`src/rtl/np_xchg_pkg.sv`:
```
package np_xchg_pkg;
   localparam int EXP_FLAG_BIT = 1;
   localparam int EXP_LOC_BIT  = 2;
   localparam int EXP_PAR_BIT  = 3;

   typedef enum logic [1:0] {
      SEL_NONE = 2'd0,
      SEL_EXP  = 2'd1,
      SEL_TX   = 2'd2,
      SEL_RX   = 2'd3
   } rd_sel_e;
endpackage

```
`src/rtl/np_page_reg.sv`:
```
module np_page_reg #(
   parameter int W = 16
) (
   input  logic         clk,
   input  logic         rst,
   input  logic         load,
   input  logic [W-1:0] d,
   output logic [W-1:0] q
);
   always_ff @(posedge clk) begin
      if (rst)       q <= '0;
      else if (load) q <= d;
   end

   AST_PAGE_HOLD: assert property (@(posedge clk) disable iff (rst)
      !load |=> $stable(q));
endmodule

```
`src/rtl/np_page_flag.sv`:
```
module np_page_flag (
   input  logic clk,
   input  logic rst,
   input  logic set_pg,
   input  logic clr_rd,
   input  logic restart,
   output logic flag
);
   // priority: reset, restart, page set, clear-on-read
   always_ff @(posedge clk) begin
      if (rst)          flag <= 1'b0;
      else if (restart) flag <= 1'b0;
      else if (set_pg)  flag <= 1'b1;
      else if (clr_rd)  flag <= 1'b0;
   end

   AST_RESTART_CLR: assert property (@(posedge clk) disable iff (rst)
      restart |=> !flag);
   AST_SET_WINS: assert property (@(posedge clk) disable iff (rst)
      (set_pg && !restart) |=> flag);
   AST_READ_CLR: assert property (@(posedge clk) disable iff (rst)
      (clr_rd && !set_pg && !restart) |=> !flag);
   AST_STICKY: assert property (@(posedge clk) disable iff (rst)
      (flag && !clr_rd && !restart) |=> flag);
   AST_RESET_CLR: assert property (@(posedge clk)
      rst |=> !flag);
endmodule

```
`src/rtl/np_rd_mux.sv`:
```
module np_rd_mux
   import np_xchg_pkg::*;
#(
   parameter int DATA_W = 16
) (
   input  rd_sel_e           sel,
   input  logic              flag,
   input  logic              loc_able,
   input  logic              par_able,
   input  logic [DATA_W-1:0] tx_q,
   input  logic [DATA_W-1:0] rx_q,
   output logic [DATA_W-1:0] rdata
);
   logic [DATA_W-1:0] exp_word;

   always_comb begin
      exp_word              = '0;
      exp_word[EXP_FLAG_BIT] = flag;
      exp_word[EXP_LOC_BIT]  = loc_able;
      exp_word[EXP_PAR_BIT]  = par_able;
   end

   always_comb begin
      unique case (sel)
         SEL_EXP: rdata = exp_word;
         SEL_TX:  rdata = tx_q;
         SEL_RX:  rdata = rx_q;
         default: rdata = '0;
      endcase
   end
endmodule

```
`src/rtl/np_xchg_regs.sv`:
```
module np_xchg_regs
   import np_xchg_pkg::*;
#(
   parameter int ADDR_W   = 5,
   parameter int DATA_W   = 16,
   parameter int EXP_ADDR = 6,
   parameter int TX_ADDR  = 7,
   parameter int RX_ADDR  = 8
) (
   input  logic              clk,
   input  logic              rst,
   input  logic [ADDR_W-1:0] reg_addr,
   input  logic              reg_wr_en,
   input  logic [DATA_W-1:0] reg_wdata,
   input  logic              reg_rd_en,
   output logic [DATA_W-1:0] reg_rdata,
   input  logic              pg_rcvd_pulse,
   input  logic [DATA_W-1:0] pg_rcvd_data,
   input  logic              neg_restart,
   input  logic              local_np_able,
   input  logic              partner_np_able,
   output logic              np_xchg_en
);
   localparam int ADDR_SPAN = 1 << ADDR_W;
   localparam logic [ADDR_W-1:0] A_EXP = ADDR_W'(EXP_ADDR);
   localparam logic [ADDR_W-1:0] A_TX  = ADDR_W'(TX_ADDR);
   localparam logic [ADDR_W-1:0] A_RX  = ADDR_W'(RX_ADDR);

   generate
      if (DATA_W <= EXP_PAR_BIT) begin : g_bad_width
         $error("DATA_W too narrow for expansion bits");
      end
      if (EXP_ADDR >= ADDR_SPAN || TX_ADDR >= ADDR_SPAN || RX_ADDR >= ADDR_SPAN) begin : g_bad_addr
         $error("register address outside ADDR_W range");
      end
      if (EXP_ADDR == TX_ADDR || EXP_ADDR == RX_ADDR || TX_ADDR == RX_ADDR) begin : g_dup_addr
         $error("register addresses must differ");
      end
   endgenerate

   logic              hit_exp, hit_tx, hit_rx;
   logic              tx_load, clr_rd, flag;
   logic [DATA_W-1:0] tx_q, rx_q;
   rd_sel_e           sel;

   assign np_xchg_en = local_np_able & partner_np_able;
   assign hit_exp    = (reg_addr == A_EXP);
   assign hit_tx     = (reg_addr == A_TX);
   assign hit_rx     = (reg_addr == A_RX);
   assign tx_load    = reg_wr_en & hit_tx & np_xchg_en;
   assign clr_rd     = reg_rd_en & hit_exp;

   always_comb begin
      if (hit_exp)     sel = SEL_EXP;
      else if (hit_tx) sel = SEL_TX;
      else if (hit_rx) sel = SEL_RX;
      else             sel = SEL_NONE;
   end

   np_page_reg #(.W(DATA_W)) u_tx (
      .clk(clk), .rst(rst), .load(tx_load), .d(reg_wdata), .q(tx_q));

   np_page_reg #(.W(DATA_W)) u_rx (
      .clk(clk), .rst(rst), .load(pg_rcvd_pulse), .d(pg_rcvd_data), .q(rx_q));

   np_page_flag u_flag (
      .clk(clk), .rst(rst), .set_pg(pg_rcvd_pulse), .clr_rd(clr_rd),
      .restart(neg_restart), .flag(flag));

   np_rd_mux #(.DATA_W(DATA_W)) u_mux (
      .sel(sel), .flag(flag), .loc_able(local_np_able), .par_able(partner_np_able),
      .tx_q(tx_q), .rx_q(rx_q), .rdata(reg_rdata));

   AST_TX_LOCKED: assert property (@(posedge clk) disable iff (rst)
      (reg_wr_en && hit_tx && !np_xchg_en) |=> $stable(tx_q));
   AST_RX_LOADS: assert property (@(posedge clk) disable iff (rst)
      pg_rcvd_pulse |=> (rx_q == $past(pg_rcvd_data)));
   AST_PRECLEAR_VIEW: assert property (@(posedge clk) disable iff (rst)
      (clr_rd && flag) |-> reg_rdata[EXP_FLAG_BIT]);
   AST_RESET_REGS: assert property (@(posedge clk)
      rst |=> (tx_q == '0 && rx_q == '0));
endmodule

```
`config.mk`:
```
export PLATFORM = sky130hd
export DESIGN_NAME = np_xchg_regs
export DESIGN_NICKNAME = d
export VERILOG_FILES = /design/src/rtl/np_xchg_pkg.sv /design/src/rtl/np_page_reg.sv /design/src/rtl/np_page_flag.sv /design/src/rtl/np_rd_mux.sv /design/src/rtl/np_xchg_regs.sv
export SDC_FILE = /design/constraint.sdc
export NUM_CORES = 1
export LEC_CHECK = 0
export BUFFER_PORTS_ARGS = -buffer_cell sky130_fd_sc_hd__buf_2
export CORE_MARGIN = 2
export CORE_UTILIZATION = 51
export DETAILED_ROUTE_END_ITERATION = 8
export PLACE_DENSITY_LB_ADDON = 0.3
export SYNTH_ARGS = -nofsm -noshare
export SYNTH_HDL_FRONTEND = slang
export SYNTH_SLANG_ARGS = --single-unit
```
`constraint.sdc`:
```
create_clock -name clk -period 2.05 [get_ports clk]
set_input_delay 0.205 -clock clk [delete_from_list [all_inputs] [get_ports clk]]
set_output_delay 0.205 -clock clk [all_outputs]
set_load 0.02 [all_outputs]
```
==> metrics.md, run 1 <==
| Metric | Value |
|---|---|
| Post-place instance area | `0.001817 mm²` |
| Core Box Area | `0.002978 mm²` |
| Kind of critical path | `in -> out` |
| Kind of start point of the critical path | `input pin` |
| Global routing met3 resource utilization | `0.04148` |
| Synth Cell Area | `0.001569 mm²` |
| CTS-repair resized insts | `0` |
| Number of global-route vias before repair | `1331` |
| Setup ws final | `316.5 ps` |
| R2R cell count | `2` |
| Root cell of the clock tree | `sky130_fd_sc_hd__clkbuf_4` |
| Commonest cells after routing, fill and taps aside | `sky130_fd_sc_hd__buf_2 (61), sky130_fd_sc_hd__dfxtp_1 (33), sky130_fd_sc_hd__nor2_1 (19)` |
| Net count after synthesis | `210` |
| Post-route non-filler standard cell count | `251` |
| Leakage power | `between 0.8 and 0.9 nW` |
| Area used by sequential logic in the layout | `660.6 µm²` |
| Setup repair after global routing missed its margin | `no` |
| Final TNS setup | `0 ps` |
| Worst voltage drop across the vdd grid | `0.0004046 V` |
| Fraction of the yosys area taken by sequential cells | `0.4211` |
| Int Power | `about 1.0 mW` |
| Die X-Extent | `59.47 µm` |
| Pwr per Cell Area | `693.5 mW/mm²` |
| Sw power | `303.7 µW` |
| Cells on Worst Hold Path | `2` |
| Clock network fraction of design power | `0.382` |
| Busiest layer in global routing | `met2` |
| CTS tree | `done` |
| Later-pin clock latency in the skew report | `320 ps` |
| Die span in y | `59.47 µm` |
| Outcome | `completed` |
| Final period util | `0.8456` |
| Worst max-slew margin expressed relative to the limit | `0.5924` |
| WP data required | `1850 ps` |
| End of the worst register-to-register path | `u_flag.flag` |
| Min Clock Period, post-route | `between 1500 and 2000 ps` |
| Final Setup Violations | `0` |
| Hold path startpoint | `neg_restart` |
| Sinks on the clock net | `33` |
| Post-CTS Repair Setup Buffers | `0` |
| DP Wirelength | `about 2700 µm` |
| Part of the total power dissipated in sequential elements | `0.510` |
| Number of pins with negative max-slew slack in the final report | `0` |
| Routed length per instance | `15.16 µm` |
| Count of fill cells added during filler insertion | `263` |
| Iter 0 DRT Violations | `66` |
| Final cell utilization of the core | `0.6387` |
| Net total in the final layout | `approximately 260` |
| Initial standard-cell utilization of the core | `0.5269` |
| Maximum net fanout on the critical path | `16` |
| # DRC | `0` |
| Clock-pin slew on the worst setup and hold paths | `~100 ps` |
| Flip-flop and latch count after synthesis | `33` |
| Most common library cell in the layout ignoring fill and taps | `sky130_fd_sc_hd__buf_2` |
| First-pass iteration count of the detailed router | `5` |
| Total of max-cap violations | `0` |
| GR Util met1 | `0.3252` |
| CTS Hold Buffers Added | `0` |
| Switching Fraction | `0.2303` |
| FF-to-FF Start | `u_flag.flag` |
| Total detailed-routing wirelength | `3806 µm` |
| Initial antenna violation count | `0` |
| Setup crit end kind | `output port` |
| Number of placed I/O pins | `62` |
| Post-DRT Antenna Nets | `0` |
| Combined area of the multi-input logic cells | `787.0 µm²` |
| Gate power share | `0.108` |
| Via density per instance | `5.992` |
| Die area | `~0.0035 mm²` |
| Total grt overflow | `0` |
| Arrival time of the worst setup path | `around 1500 ps` |
| Classification of the worst-slack hold path | `in -> reg` |
| Total power after layout | `approximately 1.3 mW` |
| Instance count after placement with tap cells included | `243` |
| Worst hold margin | `41.46 ps` |
| Detailed-route via count | `around 1500` |
| Worst Setup Slack post-DPL | `342.0 ps` |
| Signed area change from the synthesized netlist to the final layout | `21.21%` |
| Clock skew after layout | `0 ps` |
| Routability Congestion | `just under 0.8` |
| Gate count after technology mapping | `~170` |
| Total non-filler cell area in the finished layout | `0.001902 mm²` |
| Met2 usage in global routing | `0.3469` |
| YS warnings | `0` |
| First-pass GRT wire length | `6113 µm` |
| Buffers added on ports | `61` |
| Mean cell area of the mapped netlist | `9.509 µm²` |
| Achievable clock frequency | `0.5769 GHz` |
| Layout cells sized above 1 | `0.3349` |
| Maximum level of the CTS H-tree | `2` |
| Worst reg2reg setup slack | `between 1000 and 1500 ps` |
| Clock tree buffer depth | `2` |
| Number of distinct library cells after synthesis | `23` |
| Rows | `20` |
| Number of clock buffers inserted by TritonCTS | `5` |
| Final hold vios | `0` |
| # diodes | `0` |
| GRT Util Overall | `0.2279` |
| Transition at the pin with the smallest max-transition slack | `609.6 ps` |
| End point of the most critical hold path | `u_flag.flag` |
| Maximum number of pins on one net before global-route repair | `34` |
-- state kept, by name (all words and copies together), names as in the netlist --
name         flops
u_flag.flag      1
u_rx.q          16
u_tx.q          16
-- power by group through the flow --
stage	Clock, mW	Combinational (mW)	Sequential [mW]
floorplan	0	0.0893	0.683
global placement	0	0.137	0.686
detailed placement	0	0.142	0.687
CTS	0.511	0.143	0.672
global route	0.533	0.159	0.675
finish	0.503	0.143	0.673
-- worst max-delay path: stages --
cell and delay, ps:
sky130_fd_sc_hd__buf_2 110, sky130_fd_sc_hd__nor2_1 230, sky130_fd_sc_hd__and3_1 570, sky130_fd_sc_hd__a221o_1 250, sky130_fd_sc_hd__buf_2 160
-- layout make-up --
class,instances,share of cell area
tap,33,0.02171
sequential,33,0.3474
clock buffer,7,0.02895
multi-input combinational,113,0.4138
clock inverter,1,0.01579
timing repair buffer,64,0.1724
-- worst max-delay path by stage --
| stage | start | to | cells past startpoint |
|---|---|---|---|
| floorplan | reg_addr[4] | reg_rdata[0] | 5 |
| CTS | reg_addr[4] | reg_rdata[1] | 5 |
| detailed placement | reg_addr[4] | reg_rdata[1] | 5 |
| global placement | reg_addr[4] | reg_rdata[12] | 5 |
| finish | reg_addr[4] | reg_rdata[2] | 5 |
| global route | reg_addr[4] | reg_rdata[1] | 5 |
-- metal layers --
layer	up-vias	routed length, µm	part of all wire
met4	0	28	0.0074
met1	717	1776	0.47
met2	52	1791	0.47
met5	-	0	0
met3	4	210	0.055
li1	731	-	-
-- kinds of logic (layout without fill, tap and decap cells) --
| logic type | Yosys count | in the layout | synth area share |
|---|---|---|---|
| AND/OR/NAND/NOR | 49 | 49 | 0.1802 |
| AO/OA/AOI/OAI | 48 | 48 | 0.2193 |
| flip-flops | 33 | 33 | 0.4211 |
| buffers and inverters | 19 | 72 | 0.07734 |
| multiplexers | 16 | 16 | 0.1021 |
-- synth_stat cells --
cell,n,share of area
sky130_fd_sc_hd__dfxtp_1,33,0.42
sky130_fd_sc_hd__nor2_1,19,0.045
sky130_fd_sc_hd__a21oi_1,16,0.051
sky130_fd_sc_hd__mux2i_1,16,0.10
sky130_fd_sc_hd__nand4_1,16,0.064
sky130_fd_sc_hd__o31ai_1,16,0.077
sky130_fd_sc_hd__a22o_1,13,0.073
sky130_fd_sc_hd__buf_2,7,0.022
sky130_fd_sc_hd__clkbuf_1,6,0.014
sky130_fd_sc_hd__and3_1,5,0.020
sky130_fd_sc_hd__a221o_1,3,0.019
sky130_fd_sc_hd__buf_6,3,0.022
sky130_fd_sc_hd__buf_4,2,0.0096
sky130_fd_sc_hd__and2_1,1,0.0040
sky130_fd_sc_hd__and3b_1,1,0.0056
sky130_fd_sc_hd__and4b_1,1,0.0064
sky130_fd_sc_hd__buf_8,1,0.0096
sky130_fd_sc_hd__nand2b_1,1,0.0040
sky130_fd_sc_hd__nand3_1,1,0.0032
sky130_fd_sc_hd__nand3b_4,1,0.013
sky130_fd_sc_hd__nor2_4,1,0.0072
sky130_fd_sc_hd__nor2b_1,1,0.0040
sky130_fd_sc_hd__nor4_1,1,0.0040
Note: power is estimated with default switching activity, not from simulation.
==> inputs of run 2 (changes only) <==
- CORE_UTILIZATION: 51 -> 43
- clock period: 2.05 -> 1.55 ns (I/O delays scaled with it)
==> run 2 against run 1 <==
Effect of this change: sequential power grew 32%; total power up 17%; count of clock-buffer cells in the layout decreased by 1; clock skew unchanged; critical endpoint is now reg_rdata[12].
==> metrics.md, run 2 (same netlist as run 1, synthesis figures left out) <==
| Metric | Value |
|---|---|
| Setup repair after global routing missed its margin | `no` |
| Routability Congestion | `0.7421` |
| Initial standard-cell utilization of the core | `0.4593` |
| # diodes | `0` |
| Die area | `0.004148 mm²` |
| Cells on Worst Hold Path | `3` |
| Critical path's most frequent cell | `sky130_fd_sc_hd__buf_2` |
| Worst max-slew margin expressed relative to the limit | `0.6113` |
| CTS tree | `done` |
| First-pass GRT wire length | `6389 µm` |
| Final TNS setup | `0 ps` |
| Number of placed I/O pins | `between 60 and 70` |
| Layout cells sized above 1 | `0.3511` |
| Via density per instance | `5.399` |
| Kind of start point of the critical path | `input pin` |
| Detailed-route via count | `1463` |
| Number of global-route vias before repair | `1352` |
| Iter 0 DRT Violations | `80` |
| Die span in y | `64.41 µm` |
| Initial antenna violation count | `0` |
| Classification of the worst-slack hold path | `in -> reg` |
| GRT Util Overall | `0.1996` |
| Root cell of the clock tree | `sky130_fd_sc_hd__clkbuf_4` |
| Hold path startpoint | `pg_rcvd_data[1]` |
| Later-pin clock latency in the skew report | `320 ps` |
| Combined area of the multi-input logic cells | `787.0 µm²` |
| Final hold vios | `0` |
| Number of pins with negative max-slew slack in the final report | `0` |
| Worst hold margin | `64.20 ps` |
| Crit-path cells | `buf_2 -> nor2_1 -> and3_1 -> buf_4 -> a22o_1 -> buf_2` |
| Maximum level of the CTS H-tree | `2` |
| Outcome | `completed` |
| Clock tree buffer depth | `2` |
| Achievable clock frequency | `0.7279 GHz` |
| Die X-Extent | `roughly 64 µm` |
| CP peak stage delay | `between 200 and 300 ps` |
| Rows | `21` |
| Clock skew after layout | `0 ps` |
| Routed length per instance | `roughly 14 µm` |
| Worst reg2reg setup slack | `roughly 900 ps` |
| Setup crit end kind | `output port` |
| Arrival time of the worst setup path | `between 1000 and 1500 ps` |
| Total grt overflow | `0` |
| Net total in the final layout | `269` |
| End of the worst register-to-register path | `u_tx.q[9]` |
| FF-to-FF Start | `u_tx.q[9]` |
| Most common library cell in the layout ignoring fill and taps | `sky130_fd_sc_hd__buf_2` |
| CTS Hold Buffers Added | `1` |
| Maximum number of pins on one net before global-route repair | `34` |
| Post-CTS Repair Setup Buffers | `0` |
| Sinks on the clock net | `33` |
| # DRC | `0` |
| Final period util | `0.8863` |
| Signed area change from the synthesized netlist to the final layout | `23.60%` |
| Number of clock buffers inserted by TritonCTS | `5` |
| Min Clock Period, post-route | `1374 ps` |
| Commonest cells after routing, fill and taps aside | `sky130_fd_sc_hd__buf_2 (61), sky130_fd_sc_hd__dfxtp_1 (33), sky130_fd_sc_hd__nor2_1 (19)` |
| Post-DRT Antenna Nets | `0` |
| Worst voltage drop across the vdd grid | `about 0.00047 V` |
| Count of fill cells added during filler insertion | `356` |
| DP Wirelength | `2810 µm` |
| Transition at the pin with the smallest max-transition slack | `583.0 ps` |
| Post-route non-filler standard cell count | `271` |
| Buffers added on ports | `61` |
| Total of max-cap violations | `0` |
| Area used by sequential logic in the layout | `660.6 µm²` |
| Instance count after placement with tap cells included | `262` |
| Pwr per Cell Area | `795.5 mW/mm²` |
| WP data required | `approximately 1400 ps` |
| Total detailed-routing wirelength | `3892 µm` |
| Clock-pin slew on the worst setup and hold paths | `90 ps` |
| Leakage power | `0.8952 nW` |
| R2R cell count | `2` |
| Core Box Area | `between 0.003 and 0.004 mm²` |
| End point of the most critical hold path | `u_rx.q[1]` |
| Final Setup Violations | `0` |
| Kind of critical path | `in -> out` |
| Maximum net fanout on the critical path | `13` |
| CTS-repair resized insts | `0` |
| Slowest stage cell, crit path | `sky130_fd_sc_hd__and3_1` |
| Launching instance or port of the critical path | `reg_addr[4]` |
| First-pass iteration count of the detailed router | `6` |
| Post-place instance area | `0.001878 mm²` |
| Total non-filler cell area in the finished layout | `0.001939 mm²` |
| Leading registers by flop count | `u_rx.q: 16 flops, u_tx.q: 16 flops, u_flag.flag: 1 flops` |
| Final cell utilization of the core | `0.5678` |
-- run 2: critical path, delay by kind of cell --
family / cells / cell delay, ps
buffers and inverters: 3 / 490
AND/OR/NAND/NOR: 2 / 400
AO/OA/AOI/OAI: 1 / 170
-- run 2: metrics by stage --
stage,power [mW],setup WS [ps]
2_1_floorplan,1.021,426.5
3_3_place_gp,1.106,207.9
3_5_place_dp,1.108,181.9
4_1_cts,1.556,176.4
5_1_grt,1.627,118.7
6_report,1.543,176.2
-- run 2: worst max path at each step --
stage | to | cells after the start
after floorplan | reg_rdata[0] | 5
after global placement | reg_rdata[6] | 6
after detailed placement | reg_rdata[6] | 6
after CTS | reg_rdata[1] | 3
after global routing | reg_rdata[6] | 6
final | reg_rdata[12] | 6
-- run 2: report_power, final --
part           internal, mW  switching, mW
Combinational        0.0921          0.109
Sequential            0.874         0.0148
Clock                 0.173          0.280
-- run 2: final cells by class --
type | instances | share of cell area
timing repair buffer | 71 | 0.1974
sequential | 33 | 0.3406
multi-input combinational | 113 | 0.4058
tap | 46 | 0.02968
clock buffer | 6 | 0.02129
clock inverter | 2 | 0.005161
-- run 2: per-layer routing --
metal | track usage | routed length [µm]
met1 | 0.2857 | 1903
met2 | 0.2878 | 1741
met3 | 0.04577 | 208
met4 | 0.07979 | 39
met5 | 0 | 0
==> inputs of run 3 (changes only) <==
- ABC_AREA: not set -> 1
- CORE_UTILIZATION: 43 -> 42
==> run 3 against run 2 <==
Effect of this change: sequential power is essentially flat; critical path depth grew 1; worst hold slack lost 19 ps; final cell count grew 20%; synthesized cell count grew 32%; via count grew 3.3%; setup slack gained 56 ps; core utilization shrank 1.3 points; first-iteration DRC count shrank 61%; global-route usage shrank 2.2 points; final area shrank 3.7%; clock power shrank 1%; largest cell class is now flip-flops and latches; largest power group unchanged.
==> metrics.md, run 3 <==
| Metric | Value |
|---|---|
| Outcome | `completed` |
| End point of the most critical hold path | `u_tx.q[12]` |
| GRT Util Overall | `0.1779` |
| Initial standard-cell utilization of the core | `0.4435` |
| Routed length per instance | `approximately 10 µm` |
| First-pass iteration count of the detailed router | `4` |
| Worst max-slew margin expressed relative to the limit | `0.6708` |
| Iter 0 DRT Violations | `31` |
| Clock-pin slew on the worst setup and hold paths | `around 90 ps` |
| Part of the total power dissipated in sequential elements | `0.591` |
| Final TNS setup | `0 ps` |
| Rows | `21` |
| Final Setup Violations | `0` |
| Min Clock Period, post-route | `1318 ps` |
| Later-pin clock latency in the skew report | `320 ps` |
| Die area | `0.004044 mm²` |
| Worst reg2reg setup slack | `920 ps` |
| Hold path startpoint | `reg_wdata[12]` |
| Final period util | `0.8500` |
| Synth Cell Area | `0.001491 mm²` |
| # DRC | `0` |
| Cells on Worst Hold Path | `3` |
| Buffers added on ports | `61` |
| Number of clock buffers inserted by TritonCTS | `5` |
| Sw power | `367.2 µW` |
| Final hold vios | `0` |
| WP data required | `1390 ps` |
| Sinks on the clock net | `33` |
| Initial antenna violation count | `0` |
| Total grt overflow | `0` |
| CTS tree | `done` |
| Mean cell area of the mapped netlist | `6.873 µm²` |
| Maximum net fanout on the critical path | `13` |
| Share of flip-flops with an asynchronous set or reset after synthesis | `0` |
| Total of max-cap violations | `0` |
| Leading registers by flop count | `u_rx.q: 16 flops, u_tx.q: 16 flops, u_flag.flag: 1 flops` |
| Number of enable-type register cells in the synthesized netlist | `0` |
| Number of distinct library cells after synthesis | `18` |
| Most used DFF post-synth | `sky130_fd_sc_hd__dfxtp_1` |
| Slowest stage cell, crit path | `sky130_fd_sc_hd__inv_1` |
| Classification of the worst-slack hold path | `in -> reg` |
| Core Box Area | `approximately 0.0034 mm²` |
| Most common library cell in the layout ignoring fill and taps | `sky130_fd_sc_hd__buf_2` |
| Commonest cells post-synth | `sky130_fd_sc_hd__inv_1 (39), sky130_fd_sc_hd__nand2_1 (39), sky130_fd_sc_hd__nor2_1 (36), sky130_fd_sc_hd__dfxtp_1 (33), sky130_fd_sc_hd__a21oi_1 (17)` |
| End of the worst register-to-register path | `u_tx.q[14]` |
| CTS-repair resized insts | `0` |
| Number of placed I/O pins | `62` |
| R2R cell count | `4` |
| Number of global-route vias before repair | `about 1400` |
| CP peak stage delay | `220 ps` |
| Flip-flop and latch count after synthesis | `33` |
| Fraction of the yosys area taken by sequential cells | `0.4430` |
| Total detailed-routing wirelength | `roughly 3300 µm` |
| Net total in the final layout | `323` |
| Dominant cell type by area after synthesis | `sky130_fd_sc_hd__dfxtp_1` |
| Die span in y | `63.59 µm` |
| Ranking of synthesized cells by area | `sky130_fd_sc_hd__dfxtp_1 (44%), sky130_fd_sc_hd__inv_1 (9.8%), sky130_fd_sc_hd__nand2_1 (9.8%)` |
| Number of pins with negative max-slew slack in the final report | `0` |
| Maximum level of the CTS H-tree | `2` |
| Crit-path cells | `buf_2 -> inv_1 -> nand2_1 -> nor2_4 -> inv_1 -> o22ai_1 -> buf_2` |
| Leakage power | `1.000 nW` |
| DP Wirelength | `2260 µm` |
| Post-CTS Repair Setup Buffers | `0` |
| Post-synth top area share | `0.4430` |
| Routability Congestion | `0.7039` |
| Kind of critical path | `in -> out` |
| First-pass GRT wire length | `5692 µm` |
| Clock network fraction of design power | `0.299` |
| Clock tree buffer depth | `2` |
| Net count after synthesis | `262` |
| Gate count after technology mapping | `roughly 220` |
| Gate power share | `0.110` |
| CTS Hold Buffers Added | `0` |
| Via density per instance | `roughly 4.7` |
| Achievable clock frequency | `0.7590 GHz` |
| FF-to-FF Start | `u_tx.q[14]` |
| Root cell of the clock tree | `sky130_fd_sc_hd__clkbuf_4` |
| Switching Fraction | `0.2449` |
| Post-DRT Antenna Nets | `0` |
| Int Power | `1.132 mW` |
| YS warnings | `0` |
| Setup repair after global routing missed its margin | `no` |
| # diodes | `0` |
| Kind of start point of the critical path | `input pin` |
| Final cell utilization of the core | `0.5551` |
| Arrival time of the worst setup path | `between 1000 and 1500 ps` |
| Transition at the pin with the smallest max-transition slack | `493.2 ps` |
| Setup crit end kind | `output port` |
| Pwr per Cell Area | `803.2 mW/mm²` |
| Detailed-route via count | `1512` |
| Worst voltage drop across the vdd grid | `around 0.0006 V` |
| Commonest cells after routing, fill and taps aside | `sky130_fd_sc_hd__buf_2 (61), sky130_fd_sc_hd__inv_1 (39), sky130_fd_sc_hd__nand2_1 (39), sky130_fd_sc_hd__nor2_1 (36), sky130_fd_sc_hd__dfxtp_1 (33)` |
| Maximum number of pins on one net before global-route repair | `34` |
| Signed area change from the synthesized netlist to the final layout | `25.17%` |
| Layout cells sized above 1 | `0.2688` |
| Clock skew after layout | `0 ps` |
| Die X-Extent | `63.59 µm` |
## run 3: cell count changes after synthesis, moves of 16 or more
cell	previous run	this run
sky130_fd_sc_hd__o31ai_1	16	0
sky130_fd_sc_hd__inv_1	0	39
sky130_fd_sc_hd__nand4_1	16	0
sky130_fd_sc_hd__nand2_1	0	39
sky130_fd_sc_hd__o21ai_0	0	16
sky130_fd_sc_hd__nor2_1	19	36
sky130_fd_sc_hd__mux2i_1	16	0
## run 3: final cells by class
type	instances	area, µm²
Fill cell	371	1496
Sequential cell	33	660.6
Multi-Input combinational cell	133	614.3
Timing Repair Buffer	65	335.3
Inverter	40	150.1
Tap cell	46	57.56
Clock buffer	8	48.80
## run 3: layer usage
layer,up-vias,track usage,wire (µm)
met3,7,0.04464,223
met1,656,0.2102,1574
met2,50,0.3053,1489
met4,0,0.07337,53
li1,799,-,-
met5,-,0,0
## run 3: worst max path at each step
stage	from	end	slack, ps	cells past startpoint
after floorplan	reg_addr[4]	reg_rdata[0]	340	6
after global placement	reg_addr[4]	reg_rdata[15]	240	7
after detailed placement	reg_addr[4]	reg_rdata[15]	230	7
after CTS	reg_addr[4]	reg_rdata[15]	220	7
after global routing	reg_addr[4]	reg_rdata[15]	120	7
final	reg_addr[4]	reg_rdata[15]	230	7
## run 3: power groups by stage
stage,sequential (mW),clock [mW],combinational (mW)
after CTS,0.887,0.466,0.166
after global placement,0.906,0,0.164
final,0.886,0.448,0.165
after floorplan,0.905,0,0.0890
after detailed placement,0.907,0,0.165
after global routing,0.890,0.502,0.190
## run 3: critical path: cells and delay by family
kind                   cells  cell delay (ps)
AOI/OAI and AO/OA          1              220
buffers and inverters      4              580
and+or+nand+nor            2              210
## run 3: logic make-up (layout without fill, tap and decap cells)
family / count (synthesis) / count (layout) / synth area share
AOI/OAI and AO/OA: 49 / 49 / 0.1804
buffers and inverters: 51 / 113 / 0.1451
DFF: 33 / 33 / 0.4430
and+or+nand+nor: 84 / 84 / 0.2315
## run 3: metrics by stage
stage	cells	instance area [µm²]	hold WS, ps	power, mW	worst slack, ps
after floorplan	217	1491	289.9	0.9938	335.2
after global placement	317	1818	375.1	1.070	241.1
after detailed placement	317	1818	384.2	1.072	231.6
after CTS	325	1867	36.40	1.519	223.2
after global routing	325	1867	39.44	1.581	119.0
final	325	1867	44.80	1.499	232.5
